## src/rtl/chx_pkg.sv

```systemverilog
package chx_pkg;
  localparam int INSTR_W = 16;
  localparam int REG_W   = 4;
  localparam int OP_W    = 4;
  localparam int IMM_W   = 4;

  typedef enum logic [2:0] {
    K_NONE   = 3'd0,
    K_ALU    = 3'd1,
    K_LOAD   = 3'd2,
    K_STORE  = 3'd3,
    K_BRANCH = 3'd4
  } kind_t;

  typedef struct packed {
    kind_t              kind;
    logic [OP_W-1:0]    op;
    logic [REG_W-1:0]   rd;
    logic [REG_W-1:0]   rs1;
    logic [REG_W-1:0]   rs2;
    logic [IMM_W-1:0]   imm;
    logic               wr_en;
    logic               fwd;
    logic               fault;
  } uop_t;

  localparam int UOP_W = $bits(uop_t);

  // format selector in bits 14:12 when bit 15 is set
  localparam logic [2:0] PFX_LOAD   = 3'b000;
  localparam logic [2:0] PFX_STORE  = 3'b001;
  localparam logic [2:0] PFX_BRANCH = 3'b010;
  localparam logic [2:0] PFX_CHAIN  = 3'b111;
endpackage

```

## src/rtl/chx_decode.sv

```systemverilog
module chx_decode
  import chx_pkg::*;
#(
  parameter int SAFE_CHAIN_OPS = 8
) (
  input  logic [INSTR_W-1:0] instr,
  input  logic               at_target,
  input  logic               chain_ok,
  input  logic [REG_W-1:0]   chain_rd,
  output uop_t               uop,
  output logic               is_chain
);
  localparam logic [OP_W:0] SAFE_LIM = (OP_W+1)'(SAFE_CHAIN_OPS);

  logic [2:0] pfx;
  logic       op_safe;
  logic       chain_legal;

  assign pfx         = instr[14:12];
  assign is_chain    = instr[15] && (pfx == PFX_CHAIN);
  assign op_safe     = ({1'b0, instr[11:8]} < SAFE_LIM);
  assign chain_legal = op_safe && chain_ok && !at_target;

  always_comb begin
    uop = '0;
    if (!instr[15]) begin
      uop.kind  = K_ALU;
      uop.op    = {1'b0, instr[14:12]};
      uop.rd    = instr[11:8];
      uop.rs1   = instr[7:4];
      uop.rs2   = instr[3:0];
      uop.wr_en = 1'b1;
    end else begin
      case (pfx)
        PFX_CHAIN: begin
          if (chain_legal) begin
            uop.kind  = K_ALU;
            uop.op    = instr[11:8];
            uop.rd    = instr[7:4];
            uop.rs1   = chain_rd;
            uop.rs2   = instr[3:0];
            uop.wr_en = 1'b1;
            uop.fwd   = 1'b1;
          end else begin
            uop.fault = 1'b1;
          end
        end
        PFX_LOAD: begin
          uop.kind  = K_LOAD;
          uop.rd    = instr[11:8];
          uop.rs1   = instr[7:4];
          uop.imm   = instr[3:0];
          uop.wr_en = 1'b1;
        end
        PFX_STORE: begin
          uop.kind = K_STORE;
          uop.rs1  = instr[11:8];
          uop.rs2  = instr[7:4];
          uop.imm  = instr[3:0];
        end
        PFX_BRANCH: begin
          uop.kind = K_BRANCH;
          uop.rs1  = instr[11:8];
          uop.rs2  = instr[7:4];
          uop.imm  = instr[3:0];
        end
        default: uop.fault = 1'b1;  // reserved prefixes, R7
      endcase
    end
  end

  always_comb begin
    if (uop.fwd) a_fwd_legal_r3: assert (is_chain && !at_target && chain_ok);
  end
endmodule

```

## src/rtl/chx_chain_track.sv

```systemverilog
module chx_chain_track
  import chx_pkg::*;
(
  input  logic             clk,
  input  logic             rst_n,
  input  logic             flush,
  input  logic             take,
  input  logic             push,
  input  logic             wr_en,
  input  logic [REG_W-1:0] rd,
  output logic             chain_ok,
  output logic [REG_W-1:0] chain_rd
);
  always_ff @(posedge clk) begin
    if (!rst_n) begin
      chain_ok <= 1'b0;
      chain_rd <= '0;
    end else if (flush || take) begin
      chain_ok <= 1'b0;
    end else if (push) begin
      chain_ok <= wr_en;
      if (wr_en) chain_rd <= rd;
    end
  end

  p_nowrite_breaks_chain_r6: assert property (@(posedge clk) disable iff (!rst_n)
    (push && !wr_en) |=> !chain_ok);

  p_take_breaks_chain_r8: assert property (@(posedge clk) disable iff (!rst_n)
    take |=> !chain_ok);

  p_write_records_rd_r3: assert property (@(posedge clk) disable iff (!rst_n)
    (push && wr_en && !flush && !take) |=> (chain_ok && chain_rd == $past(rd)));
endmodule

```

## src/rtl/chx_out_stage.sv

```systemverilog
module chx_out_stage #(
  parameter int W = 8
) (
  input  logic         clk,
  input  logic         rst_n,
  input  logic         flush,
  input  logic         push,
  input  logic [W-1:0] d,
  output logic         in_ready,
  input  logic         out_ready,
  output logic         out_valid,
  output logic [W-1:0] q
);
  assign in_ready = !flush && (!out_valid || out_ready);

  always_ff @(posedge clk) begin
    if (!rst_n) begin
      out_valid <= 1'b0;
      q         <= '0;
    end else if (flush) begin
      out_valid <= 1'b0;
    end else if (push) begin
      out_valid <= 1'b1;
      q         <= d;
    end else if (out_ready) begin
      out_valid <= 1'b0;
    end
  end

  p_hold_stable_r9: assert property (@(posedge clk) disable iff (!rst_n || flush)
    (out_valid && !out_ready) |=> (out_valid && $stable(q)));

  p_push_has_room_r9: assert property (@(posedge clk) disable iff (!rst_n)
    push |-> in_ready);

  p_flush_clears_r10: assert property (@(posedge clk) disable iff (!rst_n)
    flush |=> !out_valid);
endmodule

```

## src/rtl/chained_expander.sv

```systemverilog
module chained_expander
  import chx_pkg::*;
#(
  parameter int SAFE_CHAIN_OPS = 8
) (
  input  logic        clk,
  input  logic        rst_n,
  input  logic        flush,
  input  logic        in_valid,
  output logic        in_ready,
  input  logic [15:0] in_instr,
  input  logic        in_target,
  input  logic        irq_req,
  output logic        irq_take,
  output logic        out_valid,
  input  logic        out_ready,
  output logic [2:0]  out_kind,
  output logic [3:0]  out_op,
  output logic [3:0]  out_rd,
  output logic [3:0]  out_rs1,
  output logic [3:0]  out_rs2,
  output logic [3:0]  out_imm,
  output logic        out_wr_en,
  output logic        out_fwd,
  output logic        out_fault
);
  localparam logic [OP_W:0] UNSAFE_FROM = (OP_W+1)'(SAFE_CHAIN_OPS);

  uop_t             dec_uop;
  uop_t             q_uop;
  logic [UOP_W-1:0] q_bits;
  logic             is_chain;
  logic             chain_ok;
  logic [REG_W-1:0] chain_rd;
  logic             accept;
  logic             push;

  assign accept   = in_valid && in_ready;
  assign irq_take = accept && irq_req && !is_chain;
  assign push     = accept && !irq_take;

  chx_decode #(.SAFE_CHAIN_OPS(SAFE_CHAIN_OPS)) u_decode (
    .instr     (in_instr),
    .at_target (in_target),
    .chain_ok  (chain_ok),
    .chain_rd  (chain_rd),
    .uop       (dec_uop),
    .is_chain  (is_chain)
  );

  chx_chain_track u_track (
    .clk      (clk),
    .rst_n    (rst_n),
    .flush    (flush),
    .take     (irq_take),
    .push     (push),
    .wr_en    (dec_uop.wr_en),
    .rd       (dec_uop.rd),
    .chain_ok (chain_ok),
    .chain_rd (chain_rd)
  );

  chx_out_stage #(.W(UOP_W)) u_out (
    .clk       (clk),
    .rst_n     (rst_n),
    .flush     (flush),
    .push      (push),
    .d         (dec_uop),
    .in_ready  (in_ready),
    .out_ready (out_ready),
    .out_valid (out_valid),
    .q         (q_bits)
  );

  assign q_uop     = uop_t'(q_bits);
  assign out_kind  = q_uop.kind;
  assign out_op    = q_uop.op;
  assign out_rd    = q_uop.rd;
  assign out_rs1   = q_uop.rs1;
  assign out_rs2   = q_uop.rs2;
  assign out_imm   = q_uop.imm;
  assign out_wr_en = q_uop.wr_en;
  assign out_fwd   = q_uop.fwd;
  assign out_fault = q_uop.fault;

  p_target_chain_faults_r4: assert property (@(posedge clk) disable iff (!rst_n)
    (accept && is_chain && in_target) |=> (out_valid && out_fault && !out_fwd));

  p_unsafe_chain_faults_r5: assert property (@(posedge clk) disable iff (!rst_n)
    (accept && is_chain && ({1'b0, in_instr[11:8]} >= UNSAFE_FROM)) |=> (out_valid && out_fault));

  p_take_emits_nothing_r8: assert property (@(posedge clk) disable iff (!rst_n)
    irq_take |=> !out_valid);

  p_reset_empty_r11: assert property (@(posedge clk)
    !rst_n |=> !out_valid);
endmodule

```

## config.mk

```make
export PLATFORM = sky130hd
export DESIGN_NAME = chained_expander
export DESIGN_NICKNAME = d
export VERILOG_FILES = /design/src/rtl/chx_pkg.sv /design/src/rtl/chx_decode.sv /design/src/rtl/chx_chain_track.sv /design/src/rtl/chx_out_stage.sv /design/src/rtl/chained_expander.sv
export SDC_FILE = /design/constraint.sdc
export NUM_CORES = 1
export LEC_CHECK = 0
export CORE_MARGIN = 2
export CORE_UTILIZATION = 43
export DETAILED_ROUTE_END_ITERATION = 16
export DONT_BUFFER_PORTS = 1
export GPL_TIMING_DRIVEN = 0
export SLEW_MARGIN = 30
export SYNTH_ARGS = -nofsm -noshare
export SYNTH_HDL_FRONTEND = slang
export SYNTH_SLANG_ARGS = --single-unit
```

## constraint.sdc

```tcl
create_clock -name clk -period 1.56 [get_ports clk]
set_clock_uncertainty 0.2 [all_clocks]
set_input_delay 0.156 -clock clk [delete_from_list [all_inputs] [get_ports clk]]
set_output_delay 0.156 -clock clk [all_outputs]
set_load 0.02 [all_outputs]
```

* Word level (Yosys, flattened, before mapping)
Cells that the tools add are included.
** Storage, ports and cells
- Bits in registers :: 32
- Input bits :: 23
** Cells by class
- Order comparisons :: 1
- Equality and inequality tests :: 3
- Mux-type cells :: 18
- Bitwise gates (word level) :: 3
- Reductions and logical operators :: 23
** Operators with widths (number)
- $mux 19 :: 1
- $mux 17 :: 1
- $pmux 4 s2 :: 2
- $mux 4 :: 3
- $pmux 3 s4 :: 1
- $pmux 4 s3 :: 1
- $logic_and 1x1->1 :: 8
- $reduce_or 2->1 :: 3
- $logic_not 1->1 :: 5
- $mux 1 :: 5
- $lt 4x4->1 const B :: 1
- $mux 2 :: 2
- $pmux 1 s2 :: 2
- $eq 3x1->1 const B :: 1
- $eq 3x2->1 const B :: 1
- $eq 3x3->1 const B :: 1
- $logic_not 3->1 :: 1
- $not 1->1 :: 3
- $reduce_and 3->1 :: 1
- $reduce_or 3->1 :: 1
- $logic_or 1x1->1 :: 2
- $reduce_and 2->1 :: 1
- $reduce_bool 2->1 :: 1

* Depth between registers and ports, before layout
Gate-level depths: netlist (run 1).
- Depth after elaboration :: 9
- Mapped depth :: 7

* By module
From an unflattened synthesis (run 1), not the netlist that was laid out.
** Unflattened totals
- Cells, all modules :: 226
- Area total of the unflattened synthesis :: 1884.3 um2
** By module, submodules not included
- chx_out_stage :: instances 1, cells each 120, area each 1119.8 um2
- chx_decode :: instances 1, cells each 80, area each 528.0 um2
- chx_chain_track :: instances 1, cells each 22, area each 211.5 um2
- chained_expander :: instances 1, cells each 4, area each 25.0 um2

* Least setup slack after synthesis (run 1)
Ideal clock, no wire load.
- Path type :: flip-flop to flip-flop
- Start point :: reg u_out.out_valid
- End point :: reg u_out.q[25]
- Library setup time :: 70 ps
- Arrival :: 1524 ps
- Slack :: -234 ps
- Cell stages (with the launch flop) :: 6
- Cell sequence :: dfxtp_1 -> nor2b_1 -> a211o_1 -> buf_6 -> or4b_1 -> a21boi_1
** Between the ends
- Cells in the longest elaborated chain, start to end :: 9
** Ends and longest elaborated chain
- start: declaration :: line chx_out_stage.sv:11 : output logic out_valid,
- start signal: assignment :: line chx_out_stage.sv:18 : out_valid <= 1'b0;
- start signal: assignment :: line chx_out_stage.sv:21 : out_valid <= 1'b0;
- start signal: assignment :: line chx_out_stage.sv:23 : out_valid <= 1'b1;
- $logic_not 1->1 (*) :: line chx_out_stage.sv:14 : assign in_ready = !flush && (!out_valid || out_ready);
- $logic_or 1x1->1 (*) :: line chx_out_stage.sv:14
- $logic_and 1x1->1 (*) :: line chx_out_stage.sv:14
- $logic_and 1x1->1 (*) :: line chained_expander.sv:38 : assign accept = in_valid && in_ready;
- $logic_and 1x1->1 (2 in series) :: line chained_expander.sv:39 : assign irq_take = accept && irq_req && !is_chain;
- $logic_not 1->1 :: line chained_expander.sv:40 : assign push = accept && !irq_take;
- $logic_and 1x1->1 (*) :: line chained_expander.sv:40
- $reduce_and 2->1 (no source line) (*)
- end signal: assignment :: line chx_out_stage.sv:19 : q <= '0;
- end signal: assignment :: line chx_out_stage.sv:24 : q <= d;
- end: declaration :: line chx_out_stage.sv:12 : output logic [W-1:0] q
Mark *: on every way between the ends. The rest lies on a longest branch, timed or not.
A chain may end at the register's enable or synchronous reset.

* Worst setup path in the final report (run 1)
Ends and elaborated chain as after synthesis.

==> results of run 1 <==
layout by cell type (no fill, tap or decap), types with 3 or more instances in the layout:
master,count
dfxtp_1,31
dlygate4sd3_1,14
and2_1,3
clkbuf_1,7
a21oi_1,4
nor3_1,4
nor2_1,8
mux2i_1,4
o21a_1,4
nand2_1,21
a31oi_1,4
buf_8,5
a22o_1,8
a221oi_2,3
clkbuf_8,5
a21boi_2,4
buf_6,5
buf_4,8
o2bb2ai_1,5
a21boi_1,5
nand3b_1,4
o21ai_2,4
nand2b_1,8
nand3_4,3
nand3_1,7
nand2_2,3
o21ai_1,8
o2111ai_4,3
nand3_2,3
stage by stage:
step	hold WS (ns)	setup slack (ns)
2_1_floorplan	0.106	-0.148
3_3_place_gp	0.124	-0.453
3_5_place_dp	0.131	-0.461
4_1_cts	0.0151	-0.191
5_1_grt	0.0365	-0.247
6_report	0.0251	-0.181
cells in the mapped netlist, types with 2 or more instances:
cell	count	area [um2]
nand3_1	13	65.1
o21a_1	4	30.0
a22o_1	8	70.1
o2bb2ai_1	5	43.8
nor3_1	4	20.0
buf_6	2	22.5
a221oi_1	4	35.0
a31oi_1	4	25.0
nor2_1	10	37.5
o21ai_0	13	65.1
dfxtp_1	32	641
nand3b_1	4	30.0
a21boi_0	9	67.6
o2111ai_1	3	26.3
a21oi_1	6	30.0
clkbuf_1	11	41.3
nand2b_1	8	50.1
nand4b_1	2	17.5
and2_1	4	25.0
o31ai_1	2	15.0
buf_2	2	10.0
nand2_1	25	93.8
mux2i_1	4	40.0
final cells by class:
cell class | instances | area [um2]
fill | 315 | 1270
clock inverter | 1 | 5.00
clock buffer | 6 | 72.6
sequential | 32 | 644
buffer | 16 | 138
tap | 48 | 60.1
multi-input combinational | 144 | 1140
timing repair buffer | 28 | 302
registers in the layout (all words and copies together), names as in the netlist:
signal / flops
u_out.out_valid: 1
u_out.q: 26
u_track.chain_ok: 1
u_track.chain_rd: 4
repair_timing:
action                     4_1_cts  5_1_grt
setup buffers                   11        2
pin swaps                       14       20
setup endpoints to repair       31       33
cloned                           1        1
resized for setup               49       37
hold endpoints to repair        19        0
hold buffers                    14        0
final timing paths:
kind | from | to | slack, ns | cells after the start
hold / removal | rst_n | u_out.q[14]$_SDFFE_PN0P_ | 0.03 | 3
setup reg to reg | u_out.out_valid$_SDFFE_PP0P_ | u_out.q[25]$_SDFFE_PN0P_ | -0.18 | 5
hold reg to reg | u_track.chain_rd[2]$_SDFFE_PN0P_ | u_track.chain_rd[2]$_SDFFE_PN0P_ | 0.26 | 2
setup / recovery | u_out.out_valid$_SDFFE_PP0P_ | u_out.q[25]$_SDFFE_PN0P_ | -0.18 | 5
critical path: stages (launching register included):
cell      delay (ns)
dfxtp_4         0.37
nor2b_4         0.13
a211o_1         0.24
buf_6           0.15
or4b_4          0.47
a21boi_1        0.12
power groups by stage:
| stage | Combinational [mW] | Clock (mW) | Sequential (mW) |
|---|---|---|---|
| 2_1_floorplan | 0.150 | 0 | 0.888 |
| 3_3_place_gp | 0.190 | 0 | 0.892 |
| 3_5_place_dp | 0.191 | 0 | 0.892 |
| 4_1_cts | 0.284 | 0.610 | 0.874 |
| 5_1_grt | 0.346 | 0.651 | 0.877 |
| 6_report | 0.325 | 0.608 | 0.875 |
cell families (layout without fill, tap and decap cells):
logic type	Yosys count	in the layout	synth area share, %
compound gates	64	64	28.3
xor+xnor	1	1	0.542
buf+inv	16	51	5.03
flops	32	32	39.6
mux	4	4	2.48
simple gates	75	75	24.1
layer usage:
layer  up-vias  global-route usage [%]  share of wire [%]
met5         -                       0                  0
met3        15                    8.22                8.3
li1        770                       -                  -
met4         0                    9.90                2.5
met2        74                    42.0                 47
met1       821                    34.0                 42
==> flow_summary_export.csv, run 1 <==
group,metric,value,unit
timing,min_period,1.74,ns
routing,ant_nets,0,
placed_design,gp_routability_congestion,0.881,
power_and_ir_drop,p_per_area,765,nW/um2
clock_network,h-tree-depth,2,
flow_run,cap_violations,0,
layout,nNetsFinal,250,
timing,worst_slack,-0.181,ns
die,initial_utilization,44.5,%
synth,synthArstFlopShare,0,%
critical_path,required,1.58,ns
clock_network,root_buffer,"clkbuf_8",
grt,grt-ovfl-total,0,
synth,yosys.cell_types.count,36,
worst_hold_path,worstHoldPathType,"in2reg",
critical_path,cp-start-kind,"flip-flop",
layout,syn_to_final_growth,46.1,%
layout,layoutNonFillerInstCount,275,
synth,synthCells,192,
synth,synth_warnings,0,
timing,fmax,575,MHz
layout,antenna_cells,0,
clock_network,cts_tree,"built",
timing,hold_viol_final,0,
grt,grt_max_degree,11,
timing,rsz0062_at_grt,"yes",
clock_network,cts.clk_slew.worst_paths,0.07,ns
power_and_ir_drop,p_sw,0.520,mW
timing,relSlewSlack,52.7,%
timing,tns,-3.29,ns
grt,grt_pass1_wl,8520,um
outcome,status,"complete, but fails checks",
grt,grt_usage,26.6,%
synth,synth_edf_count,0,
synth,yosysSeqAreaShare,39.6,%
placed_design,placed_cell_area,1700,um2
synth,syn_avg_cell_area,8.42,um2
routing,wirelength,5510,um
outcome,violations,"setup timing",
routing,first_pass_iters,4,
synth,syn_nets,215,
power_and_ir_drop,pwr-share-comb,18.0,%
routing,via_count,1680,
grt,grt_pass1_vias,1714,
synth,synth_seq_cells,32,
clock_network,clock-sinks,32,
routing,drt-initial-drc-count,113,
clock_network,numCtsBuffers,5,
placed_design,dp_hpwl,3510,um
die,ios,52,
power_and_ir_drop,seqPwrFrac,48.4,%
power_and_ir_drop,p_leak,0.824,nW
critical_path,cp_max_fo,8,
routing,via_per_inst,6.11,
placed_design,numPortBuffers,0,
layout,design_area,2360,um2
power_and_ir_drop,intPower,1.29,mW
power_and_ir_drop,p_clk_share,33.6,%
timing,maxSlewViolCount,0,
die,die-width,65.3,um
routing,wl_per_cell,20.0,um
layout,drive_above_1_share,29.5,%
grt,antenna_found_initial,0,
clock_network,clock_path_buffers,2,
synth,ys.flop_type,"dfxtp_1",
die,core.rowCount,22,
routing,drcViolationCount,0,
die,core,3630,um2
timing,fin_crit_sh,112,%
die,die-area,4270,um2
power_and_ir_drop,vdd_ir_drop_max,0.000455,V
critical_path,worstSetupPathType,"reg2reg",
critical_path,arrival,1.76,ns
layout,fin_util,65.0,%
die,die_h,65.3,um
synth,synth_area,1620,um2
timing,setup_viol,33,
placed_design,dp_cells,240,
power_and_ir_drop,switching_share,28.8,%
critical_path,cp-end-kind,"flip-flop",
power_and_ir_drop,power,1.81,mW
clock_network,clkLatencyLatePin,0.28,ns
timing,worstMarginPinSlew,0.710,ns
No activity file was read; power rests on OpenSTA's default activity.
==> run 2: changes to the inputs <==
--- a/config.mk
+++ b/config.mk
@@ -5,11 +5,15 @@
 export SDC_FILE = /design/constraint.sdc
 export NUM_CORES = 1
 export LEC_CHECK = 0
+export CELL_PAD_IN_SITES_DETAIL_PLACEMENT = 0
+export CELL_PAD_IN_SITES_GLOBAL_PLACEMENT = 1
 export CORE_MARGIN = 2
-export CORE_UTILIZATION = 43
+export CORE_UTILIZATION = 40
 export DETAILED_ROUTE_END_ITERATION = 16
 export DONT_BUFFER_PORTS = 1
 export GPL_TIMING_DRIVEN = 0
+export PLACE_DENSITY_LB_ADDON = 0.1
+export SETUP_SLACK_MARGIN = 0.3
 export SLEW_MARGIN = 30
 export SYNTH_ARGS = -nofsm -noshare
 export SYNTH_HDL_FRONTEND = slang
==> run 2 against run 1 <==
Against the previous run: the flow finishes with violations (hold timing, setup timing); combinational power rose by 11%; sequential power is essentially flat; critical path depth stayed put; non-clock buffer count grew 4; largest power group unchanged; flip-flop and latch count stayed put.
==> flow_summary_export.csv, run 2 (synthesis results as in run 1) <==
group,metric,value,unit
routing,first_pass_iters,5,
clock_network,clkLatencyLatePin,0.28,ns
grt,grt_pass1_wl,8810,um
outcome,status,"complete, but fails checks",
layout,syn_to_final_growth,56.3,%
critical_path,crit_buf_inv,1,
critical_path,worstSetupPathType,"reg2reg",
critical_path,critPathSlowestCell,"or4b_1",
routing,drt-initial-drc-count,130,
clock_network,clock_path_buffers,2,
clock_network,h-tree-depth,2,
flow_run,cap_violations,0,
critical_path,cp-start-kind,"flip-flop",
die,ios,52,
power_and_ir_drop,p_per_area,753,nW/um2
die,initial_utilization,41.0,%
clock_network,cts_tree,"built",
placed_design,numPortBuffers,0,
layout,nNetsFinal,254,
routing,wl_per_cell,20.3,um
critical_path,required,1.58,ns
placed_design,dp_hpwl,3610,um
worst_hold_path,worstHoldPathType,"in2reg",
critical_path,cp-end-kind,"flip-flop",
timing,worstMarginPinSlew,0.751,ns
layout,final_cell_mix,"dfxtp_1, nand2_1, dlygate4sd3_1",
die,die-width,67.6,um
routing,via_count,1697,
routing,ant_nets,0,
timing,hold_ws,-0.0415,ns
layout,regMostFlops,"u_out.q",
layout,layout_commonest_cell,"dfxtp_1",
grt,grt_pass1_vias,1650,
die,die_h,67.6,um
clock_network,numCtsBuffers,5,
routing,drcViolationCount,0,
grt,grt-ovfl-total,0,
die,core,3940,um2
clock_network,cts.clk_slew.worst_paths,0.07,ns
critical_path,path_cells,"nor2b_4 -> a211o_1 -> buf_6 -> or4b_1 -> a21boi_1",
layout,design_area,2530,um2
timing,hold_viol_final,1,
routing,via_per_inst,6.02,
critical_path,cp_max_fo,4,
critical_path,arrival,1.79,ns
placed_design,gp_routability_congestion,0.875,
clock_network,clock-sinks,32,
critical_path,slowest_delay,0.50,ns
layout,reg.largest.list,"u_out.q (26), u_track.chain_rd (4)",
clock_network,root_buffer,"clkbuf_8",
timing,fin_crit_sh,114,%
grt,grt_usage,27.1,%
layout,antenna_cells,0,
layout,drive_above_1_share,34.5,%
timing,relSlewSlack,49.9,%
routing,wirelength,5710,um
power_and_ir_drop,p_leak,0.891,nW
timing,rsz0062_at_grt,"yes",
grt,antenna_found_initial,0,
timing,setup_viol,31,
clock_network,postCtsHoldBufs,13,
power_and_ir_drop,vdd_ir_drop_max,0.000576,V
timing,min_period,1.77,ns
timing,maxSlewViolCount,0,
outcome,violations,"hold timing, setup timing",
critical_path,cp_top_family,"simple AND/OR/NAND/NOR gates",
die,core.rowCount,23,
grt,grt_max_degree,11,
layout,fin_util,64.1,%
layout,largest_reg_flops,26,
die,die-area,4570,um2
timing,worst_slack,-0.214,ns
placed_design,placed_cell_area,1750,um2
timing,fmax,564,MHz
[run 2: changes by cell type in the layout (fill, tap and decap cells not counted), sizes merged]
cell | before | now
dlygate4sd3 | 14 | 13
inv | 0 | 1
clkbuf | 15 | 18
buf | 21 | 24
clkinv | 1 | 0
[run 2: area by class of cell]
type / count / area [um2]
Fill cell: 342 / 1420
Multi-Input combinational cell: 144 / 1210
Sequential cell: 32 / 644
Timing Repair Buffer: 32 / 352
Buffer: 16 / 160
Clock buffer: 7 / 86.3
Tap cell: 50 / 62.6
Clock inverter: 1 / 6.26
[run 2: per-layer routing]
layer | GRT usage, % | vias to the layer above | wire length [um]
li1 | - | 788 | -
met1 | 36.2 | 832 | 2440
met2 | 41.8 | 66 | 2730
met3 | 5.83 | 11 | 430
met4 | 11.5 | 0 | 105
met5 | 0 | - | 0
[run 2: path summary, 6_finish.rpt]
check / from / to / slack (ns) / cells past startpoint
min: out_ready / u_out.out_valid$_SDFFE_PP0P_ / -0.04 / 2
max reg2reg: u_out.out_valid$_SDFFE_PP0P_ / u_out.q[25]$_SDFFE_PN0P_ / -0.21 / 5
min reg2reg: u_track.chain_rd[2]$_SDFFE_PN0P_ / u_track.chain_rd[2]$_SDFFE_PN0P_ / 0.27 / 2
max: u_out.out_valid$_SDFFE_PP0P_ / u_out.q[25]$_SDFFE_PN0P_ / -0.21 / 5
[run 2: what timing repair did]
action | in CTS | in global routing
endpoints found under the setup margin | 34 | 34
pin swaps | 22 | 13
resized for setup | 59 | 22
buffers inserted | 13 | 2
hold endpoints to repair | 18 | 1
gates cloned | 4 | 0
[run 2: worst reg2reg max path, stage by stage (launching register included)]
cell and delay [ns]:
dfxtp_4 0.37, nor2b_4 0.14, a211o_1 0.24, buf_6 0.14
or4b_1 0.50, a21boi_1 0.14
[run 2: through the flow]
stage	TNS (ns)	instances	hold slack (ns)	total power, mW	worst slack, ns
3_3_place_gp	-7.16	242	0.122	1.09	-0.335
3_5_place_dp	-7.54	242	0.125	1.09	-0.344
6_report	-3.31	282	-0.0415	1.90	-0.214
5_1_grt	-4.86	282	-0.0403	2.01	-0.261
4_1_cts	-3.44	280	-0.0534	1.90	-0.207
2_1_floorplan	-0.232	192	0.106	1.05	-0.148
[run 2: power by group]
| part | switching (mW) | internal, mW | total (mW) |
|---|---|---|---|
| logic | 0.192 | 0.168 | 0.360 |
| clock network | 0.310 | 0.359 | 0.669 |
| registers | 0.0374 | 0.837 | 0.874 |
| total | 0.539 | 1.36 | 1.90 |
==> run 3: changes to the inputs <==
--- a/config.mk
+++ b/config.mk
@@ -8,7 +8,8 @@
 export CELL_PAD_IN_SITES_DETAIL_PLACEMENT = 0
 export CELL_PAD_IN_SITES_GLOBAL_PLACEMENT = 1
 export CORE_MARGIN = 2
-export CORE_UTILIZATION = 40
+export CORE_UTILIZATION = 42
+export CTS_BUF_LIST = sky130_fd_sc_hd__clkbuf_8
 export DETAILED_ROUTE_END_ITERATION = 16
 export DONT_BUFFER_PORTS = 1
 export GPL_TIMING_DRIVEN = 0
==> run 3 against run 2 <==
Against the previous run: the flow still finishes with violations (hold timing, setup timing); clock power is 10% lower; flip-flop and latch count stayed put; total power is 5.2% lower; setup slack worse by 0.024 ns; largest cell class unchanged.
==> flow_summary_export.csv, run 3 (synthesis results as in run 1) <==
group,metric,value,unit
clock_network,clkLatencyLatePin,0.28,ns
critical_path,required,1.58,ns
timing,rsz0062_at_grt,"yes",
routing,via_per_inst,5.95,
timing,hold_ws,-0.107,ns
timing,tns,-3.52,ns
die,die-area,4360,um2
critical_path,path_cells,"nor2b_4 -> a211o_1 -> buf_6 -> or4b_4 -> a21boi_2",
grt,grt_usage,26.3,%
placed_design,gp_routability_congestion,0.870,
timing,fin_crit_sh,115,%
clock_network,h-tree-depth,2,
clock_network,cts_tree,"built",
timing,worst_slack,-0.238,ns
placed_design,dp_hpwl,3450,um
routing,first_pass_iters,4,
layout,largest_reg_flops,26,
timing,setup_viol,31,
grt,antenna_found_initial,0,
critical_path,critPathSlowestCell,"or4b_4",
clock_network,root_buffer,"clkbuf_8",
die,ios,52,
critical_path,arrival,1.82,ns
layout,design_area,2390,um2
layout,multi_input_area,1130,um2
grt,grt_pass1_vias,1635,
layout,antenna_cells,0,
die,core.rowCount,22,
layout,fillers,305,
timing,hold_viol_final,1,
power_and_ir_drop,p_per_area,755,nW/um2
timing,fmax,556,MHz
routing,ant_nets,0,
routing,drt-initial-drc-count,125,
die,die_h,66.0,um
routing,wirelength,5540,um
layout,reg.largest.list,"u_out.q (26), u_track.chain_rd (4)",
clock_network,clock-sinks,32,
layout,regMostFlops,"u_out.q",
die,core,3690,um2
layout,drive_above_1_share,28.6,%
die,initial_utilization,43.8,%
layout,regArea,644,um2
routing,drcViolationCount,0,
clock_network,numCtsBuffers,5,
placed_design,numPortBuffers,0,
critical_path,cp_max_fo,3,
critical_path,slowest_delay,0.51,ns
timing,maxSlewViolCount,0,
layout,syn_to_final_growth,47.8,%
flow_run,cap_violations,0,
timing,worstMarginPinSlew,0.793,ns
die,die-width,66.0,um
power_and_ir_drop,vdd_ir_drop_max,0.000550,V
critical_path,worstSetupPathType,"reg2reg",
critical_path,cp-start-kind,"flip-flop",
layout,nNetsFinal,250,
grt,grt_pass1_wl,8420,um
clock_network,clock_path_buffers,2,
clock_network,cts.clk_slew.worst_paths,0.06,ns
grt,grt-ovfl-total,0,
outcome,violations,"hold timing, setup timing",
routing,wl_per_cell,20.1,um
outcome,status,"complete, but fails checks",
power_and_ir_drop,p_leak,0.845,nW
timing,relSlewSlack,47.2,%
timing,min_period,1.80,ns
critical_path,cp-end-kind,"flip-flop",
clock_network,postCtsHoldBufs,14,
placed_design,placed_cell_area,1740,um2
grt,grt_max_degree,11,
layout,layout_commonest_cell,"dfxtp_1",
routing,via_count,1636,
worst_hold_path,worstHoldPathType,"in2reg",
layout,final_cell_mix,"dfxtp_1, nand2_1, dlygate4sd3_1",
## run 3: cell count changes in the layout (fill, tap and decap cells not counted), moves of 4 or more
cell and change:
buf_6 -4, o21ai_2 -4, a221oi_2 +4, a221oi_4 -4, nand2_1 +5, nand2_2 -5
## run 3: routing by layer
| metal | up-vias | wire length, um | GRT usage, % |
|---|---|---|---|
| li1 | 770 | - | - |
| met2 | 65 | 2810 | 43.3 |
| met4 | 0 | 93 | 8.16 |
| met5 | - | 0 | 0 |
| met1 | 791 | 2270 | 33.3 |
| met3 | 10 | 354 | 7.33 |
## run 3: final timing paths
kind,slack [ns],from,cells past startpoint,end
min reg2reg,0.25,u_track.chain_rd[3]$_SDFFE_PN0P_,2,u_track.chain_rd[3]$_SDFFE_PN0P_
min,-0.11,out_ready,2,u_out.out_valid$_SDFFE_PP0P_
max reg2reg,-0.24,u_out.out_valid$_SDFFE_PP0P_,5,u_out.q[25]$_SDFFE_PN0P_
max,-0.24,u_out.out_valid$_SDFFE_PP0P_,5,u_out.q[25]$_SDFFE_PN0P_
## run 3: what timing repair did
item,in CTS,in global routing
buffers inserted,8,4
cloned,2,0
endpoints found under the setup margin,34,34
pin swaps,9,11
resized for setup,34,25
hold endpoints to repair,20,1
## run 3: final cells by class
class,instances,share of cell area [%]
clock buffer,5,2.88
tap,48,2.51
timing repair buffer,28,13.5
sequential,32,27.0
multi-input combinational,144,47.1
buffer,16,6.70
clock inverter,2,0.366
## run 3: where the power goes
group          switching, mW  internal (mW)
registers             0.0368          0.837
logic                  0.176          0.154
clock network          0.303          0.296
total                  0.516           1.29
## run 3: through the flow
step	power (mW)	cells	hold WS [ns]	setup slack (ns)	util, %
after floorplan	1.05	192	0.106	-0.148	-
after global placement	1.09	240	0.122	-0.311	47.3
after detailed placement	1.09	240	0.133	-0.260	47.3
after CTS	1.77	271	-0.129	-0.211	61.4
after global routing	1.88	275	-0.109	-0.287	64.8
final	1.80	275	-0.107	-0.238	64.8
## run 3: critical path, delay by kind of cell (launching register included)
kind	cells	cell delay, ns
AND/OR/NAND/NOR	2	0.65
AO/OA/AOI/OAI	2	0.38
flip-flops	1	0.37
buffers and inverters	1	0.13
